**config.mk**
```make
export PLATFORM = sky130hd
export DESIGN_NAME = burst_col_seq
export DESIGN_NICKNAME = d
export VERILOG_FILES = /design/src/rtl/burst_seq_pkg.sv /design/src/rtl/burst_len_decode.sv /design/src/rtl/burst_col_gen.sv /design/src/rtl/burst_col_seq.sv
export SDC_FILE = /design/constraint.sdc
export NUM_CORES = 1
export LEC_CHECK = 0
export CELL_PAD_IN_SITES_DETAIL_PLACEMENT = 2
export CELL_PAD_IN_SITES_GLOBAL_PLACEMENT = 2
export CORE_MARGIN = 2
export CORE_UTILIZATION = 34
export CTS_CLUSTER_DIAMETER = 50
export DETAILED_ROUTE_END_ITERATION = 8
export PLACE_DENSITY = 0.76
export SETUP_SLACK_MARGIN = 0.05
export SLEW_MARGIN = 20
export SYNTH_ARGS = -nofsm -noshare
export SYNTH_HDL_FRONTEND = slang
export SYNTH_SLANG_ARGS = --single-unit
```
**constraint.sdc**
```tcl
create_clock -name clk -period 3 [get_ports clk]
set_input_delay 0.6 -clock clk [delete_from_list [all_inputs] [get_ports clk]]
set_output_delay 0.6 -clock clk [all_outputs]
set_load 0.02 [all_outputs]
```
**src/rtl/burst_seq_pkg.sv**
```systemverilog
package burst_seq_pkg;

    localparam logic [2:0] LEN_ONE   = 3'd0;
    localparam logic [2:0] LEN_TWO   = 3'd1;
    localparam logic [2:0] LEN_FOUR  = 3'd2;
    localparam logic [2:0] LEN_EIGHT = 3'd3;
    localparam logic [2:0] LEN_PAGE  = 3'd7;

endpackage

```
**src/rtl/burst_len_decode.sv**
```systemverilog
module burst_len_decode
    import burst_seq_pkg::*;
#(
    parameter int COL_W = 8
) (
    input  logic [2:0]       len_i,
    input  logic             ilv_i,
    output logic [COL_W-1:0] mask_o,
    output logic             page_o,
    output logic             ilv_o,
    output logic             err_o
);

    always_comb begin
        mask_o = '0;
        page_o = 1'b0;
        ilv_o  = 1'b0;
        err_o  = 1'b0;
        unique case (len_i)
            LEN_ONE: begin
                mask_o = '0;
            end
            LEN_TWO: begin
                mask_o = COL_W'(1);
                ilv_o  = ilv_i;
            end
            LEN_FOUR: begin
                mask_o = COL_W'(3);
                ilv_o  = ilv_i;
            end
            LEN_EIGHT: begin
                mask_o = COL_W'(7);
                ilv_o  = ilv_i;
            end
            LEN_PAGE: begin
                mask_o = '1;
                page_o = 1'b1;
                err_o  = ilv_i;
            end
            default: begin
                mask_o = '0;
                err_o  = 1'b1;
            end
        endcase
    end

endmodule

```
**src/rtl/burst_col_gen.sv**
```systemverilog
module burst_col_gen #(
    parameter int COL_W = 8
) (
    input  logic [COL_W-1:0] base_i,
    input  logic [COL_W-1:0] off_i,
    input  logic [COL_W-1:0] beat_i,
    input  logic [COL_W-1:0] mask_i,
    input  logic             ilv_i,
    output logic [COL_W-1:0] col_o
);

    logic [COL_W-1:0] lin_w;
    logic [COL_W-1:0] xor_w;

    always_comb begin
        lin_w = off_i + beat_i;
        xor_w = off_i ^ beat_i;
        col_o = base_i | ((ilv_i ? xor_w : lin_w) & mask_i);
    end

endmodule

```
**src/rtl/burst_col_seq.sv**
```systemverilog
module burst_col_seq #(
    parameter int COL_W = 8
) (
    input  logic             clk,
    input  logic             rst_n,
    input  logic             start_i,
    input  logic [COL_W-1:0] start_col_i,
    input  logic [2:0]       len_i,
    input  logic             ilv_i,
    input  logic             term_i,
    output logic [COL_W-1:0] col_o,
    output logic             valid_o,
    output logic             last_o,
    output logic             err_o
);

    typedef struct packed {
        logic             busy;
        logic [COL_W-1:0] base;
        logic [COL_W-1:0] off;
        logic [COL_W-1:0] beat;
        logic [COL_W-1:0] mask;
        logic             ilv;
        logic             page;
        logic             err;
    } seq_state_t;

    seq_state_t st_d, st_q;

    logic [COL_W-1:0] dec_mask;
    logic             dec_page;
    logic             dec_ilv;
    logic             dec_err;
    logic             final_beat;

    burst_len_decode #(.COL_W(COL_W)) u_dec (
        .len_i  (len_i),
        .ilv_i  (ilv_i),
        .mask_o (dec_mask),
        .page_o (dec_page),
        .ilv_o  (dec_ilv),
        .err_o  (dec_err)
    );

    burst_col_gen #(.COL_W(COL_W)) u_gen (
        .base_i (st_q.base),
        .off_i  (st_q.off),
        .beat_i (st_q.beat),
        .mask_i (st_q.mask),
        .ilv_i  (st_q.ilv),
        .col_o  (col_o)
    );

    assign final_beat = st_q.busy && !st_q.page && (st_q.beat == st_q.mask);

    always_comb begin
        st_d = st_q;
        if (start_i) begin
            st_d.busy = 1'b1;
            st_d.base = start_col_i & ~dec_mask;
            st_d.off  = start_col_i & dec_mask;
            st_d.beat = '0;
            st_d.mask = dec_mask;
            st_d.ilv  = dec_ilv;
            st_d.page = dec_page;
            st_d.err  = dec_err;
        end else if (st_q.busy) begin
            if (term_i || final_beat) begin
                st_d.busy = 1'b0;
            end else begin
                st_d.beat = st_q.beat + 1'b1;
            end
        end
    end

    always_ff @(posedge clk or negedge rst_n) begin
        if (!rst_n) begin
            st_q <= '0;
        end else begin
            st_q <= st_d;
        end
    end

    assign valid_o = st_q.busy;
    assign last_o  = final_beat;
    assign err_o   = st_q.busy && st_q.err;

    // a final-beat marker only ever accompanies a presented beat
    a_r3_last_has_valid: assert property (@(posedge clk) disable iff (!rst_n)
        last_o |-> valid_o);

    // the burst ends right after its final beat
    a_r3_end_after_last: assert property (@(posedge clk) disable iff (!rst_n)
        (last_o && !start_i) |=> !valid_o);

    // a start shows the requested column on the next cycle
    a_r2_first_beat: assert property (@(posedge clk) disable iff (!rst_n)
        start_i |=> (valid_o && col_o == $past(start_col_i)));

    // terminate stops a running burst
    a_r8_terminate: assert property (@(posedge clk) disable iff (!rst_n)
        (valid_o && term_i && !start_i) |=> !valid_o);

    // page bursts advance by one column per cycle and never mark last
    a_r7_page_step: assert property (@(posedge clk) disable iff (!rst_n)
        (valid_o && st_q.page && !term_i && !start_i) |=>
            (valid_o && !last_o && col_o == $past(col_o) + 1'b1));

    // the error indication is confined to presented beats
    a_r9_err_has_valid: assert property (@(posedge clk) disable iff (!rst_n)
        err_o |-> valid_o);

    // idle without a start stays idle
    a_r1_idle_hold: assert property (@(posedge clk) disable iff (!rst_n)
        (!valid_o && !start_i) |=> !valid_o);

endmodule

```
==> impl_metrics.ini <==
[worst_setup_path]
crit_arrival_ns = 2.29
crit_slowest_cell = dfrtp_1
r2r-start = st_q[15]
crit_type = reg -> out
cpPeakStageDelay_ns = 0.41
end_kind = primary output
r2r_slack_ns = 1.33
cp-start-kind = flip-flop
crit_chain = ha_2, fa_2, a211oi_4, buf_4, nor2_1, xor2_1, a21o_2, clkbuf_2
worstPathRequired_ns = 2.40
critPathMaxFanout = 2
r2r_end = st_q[11]
worst-r2r-cell-count = 5

[die]
dieArea_mm2 = 0.00608
die_width_um = 78.0
initial_core_util_pct = 35.7
io_pins = 27
rows = 26
die_h_um = 78.0
core_area_mm2 = 0.00520

[clocking]
clock_sinks = 31
clk_path_buf_depth = 2
hold_buffers = 0
cts-root-buf = clkbuf_8
cts_tree = done
cts.reportedPaths.clkPinSlew_ns = 0.07
htreeDepth = 2
numCtsBuffers = 5
clock_latency_ns = 0.29

[synthesis]
syn_area_per_cell_um2 = 10.1
ys_seq_elements = 31
synth_cell_type_count = 39
async_flop_share_pct = 100
netlist_area_mm2 = 0.00186
seq_area_frac_synth_pct = 41.7
ys.flop_type = dfrtp_1
ys_warn_count = 0
synth_edf_count = 0
syn-num-nets = 210
synthCells = 185

[routing]
drt_pass1_iterations = 4
num_vias = 1587
initialDrtViolationCount = 38
wl_per_cell_um = 20.5
drc = 0
ant_nets = 0
vias_per_cell = 5.42
finalWirelength_um = 6020

[placed_design]
io_buffer_count = 26
globalplace.congestion = 0.772
dpl.hpwl_um = 4180

[global_routing]
antenna_found_initial = 0
grt_overflow_total = 0
grtUsageTotal_pct = 21.3
grt_pass1_wl_um = 9810
grt_start_max_net_pins = 32
grt_pass1_vias = 1832

[sta]
drv_slew = 0
clock.fmax_mhz = 346
hold_viol_final = 0
fin_crit_sh_pct = 96.4
finalSetupViolCount = 0
rsz0062_at_grt = no
finalClockSkew_ns = 0.00589
worst_slew_pin_slew_ns = 0.538
fin_crit_ns = 2.89
slew_headroom_pct = 64.1

[power]
power_density_mw_per_mm2 = 475
power_leakage_nw = 1.11
power.share.clock_pct = 33.2
power_mw = 1.12
swShare_pct = 30.3
p_switching_mw = 0.340
p_comb_share_pct = 24.6
p_int_mw = 0.784
seqPwrFrac_pct = 42.3
ir_worst_vdd_v = 0.000219

[final_layout]
drive_above_1_share_pct = 17.9
diodes = 0
synthToLayoutAreaGrowth_pct = 27.2
finalNetCount = 247
fin_util_pct = 45.5

[hold_path]
whs_path_depth = 1
hp-start = st_q[29]
hold_path_class = reg -> reg
whs_endpoint = st_q[29]

[run]
maxCapViolCount = 0

[run_status]
status = completed
## repair_timing
| action | 4_1_cts | 5_1_grt |
|---|---|---|
| resized for setup | 12 | 12 |
| endpoints found under the setup margin | 6 | 6 |
| buffers inserted | 0 | 1 |
| gates cloned | 0 | 0 |
| pin swaps | 1 | 1 |
## sequential cells by signal, summed over array words and instances, names as in the netlist
signal   count
st_q        30
valid_o      1
## critical path: cells and delay by family (launching register included)
family | cells | cell delay, ns
AO/OA/AOI/OAI | 2 | 0.49
XOR/XNOR | 1 | 0.16
buffers and inverters | 2 | 0.31
adder cells (fa/ha/maj) | 2 | 0.58
AND/OR/NAND/NOR | 1 | 0.05
flip-flops | 1 | 0.41
## metrics by stage
step                      instance area [µm²]  TNS, ns  cells  hold WS (ns)  worst slack (ns)
after floorplan                          1860        0    185         0.304             0.562
after global placement                   2240        0    284         0.474            0.0328
after detailed placement                 2240  -0.0109    284         0.490           -0.0109
after CTS                                2350        0    292         0.504            0.0620
after global routing                     2370        0    293         0.519            0.0225
final                                    2370        0    293         0.505             0.109
## kinds of logic after synthesis
kind of cell	synth area share [%]
XOR/XNOR	7.53
AND/OR/NAND/NOR	16.2
buffers and inverters	3.90
adder cells (fa/ha/maj)	6.99
AO/OA/AOI/OAI	16.9
flip-flops	41.7
multiplexers	6.72
## cell type report
cell class,count,area [µm²]
Tap cell,70,87.6
Multi-Input combinational cell,140,1040
Clock buffer,8,100
Sequential cell,31,776
Inverter,6,22.5
Fill cell,576,2840
Timing Repair Buffer,38,339
## per-layer routing
layer	GRT usage, %	share of wire, %	up-vias
met5	0	0	-
met4	6.84	1.7	0
met3	3.72	2.5	11
met2	39.7	55	22
met1	24.6	41	817
li1	-	-	737
## synth_stat cells, types with 3 or more instances
cell | count | area share (%)
o211ai_1 | 3 | 1.2
a21o_1 | 3 | 1.2
nand3_1 | 7 | 1.9
dfrtp_1 | 31 | 42
nand2b_1 | 4 | 1.3
mux2_2 | 4 | 2.4
mux2i_1 | 8 | 4.3
a21o_2 | 4 | 1.9
o2bb2ai_1 | 5 | 2.4
and2_1 | 3 | 1.0
xnor2_1 | 11 | 5.2
o21ai_0 | 9 | 2.4
a21oi_1 | 8 | 2.2
xor2_1 | 5 | 2.4
nor3_1 | 7 | 1.9
nand2_1 | 11 | 2.2
inv_1 | 6 | 1.2
nor2b_1 | 4 | 1.3
a22o_1 | 5 | 2.4
nor2_1 | 14 | 2.8
buf_2 | 4 | 1.1
ha_1 | 8 | 5.4
## worst max-delay path by stage
stage	startpoint	slack [ns]	end	cells past startpoint
floorplan	st_q[11]	0.56	col_o[6]	6
global placement	st_q[11]	0.03	col_o[6]	7
detailed placement	st_q[19]	-0.01	col_o[6]	7
CTS	st_q[19]	0.06	col_o[6]	7
global route	st_q[19]	0.02	col_o[4]	8
finish	st_q[19]	0.11	col_o[4]	8
## cells in the final DEF (no fill, tap or decap), drive strengths merged, types with 2 or more instances in the layout
cell type      count
dlymetal6s2s       2
o211ai             3
mux2i              8
nor2              14
clkbuf            10
a211oi             2
o2bb2ai            5
nand2b             4
nand2             12
nor2b              4
nand3              7
mux2               4
nor4               2
xor2               5
xnor2             11
ha                 8
a21oi              8
and2               3
and3               2
nor3               7
inv                6
clkdlybuf4s50     19
a21o               7
dfrtp             31
buf               13
a22o               5
o21ai              9
a22oi              2
## power by group through the flow
stage	clock (mW)	combinational (mW)	sequential [mW]
after floorplan	0	0.149	0.479
after global placement	0	0.258	0.478
after detailed placement	0	0.276	0.482
after CTS	0.381	0.277	0.475
after global routing	0.396	0.301	0.478
final	0.373	0.276	0.475
No activity file was read; power rests on OpenSTA's default activity.
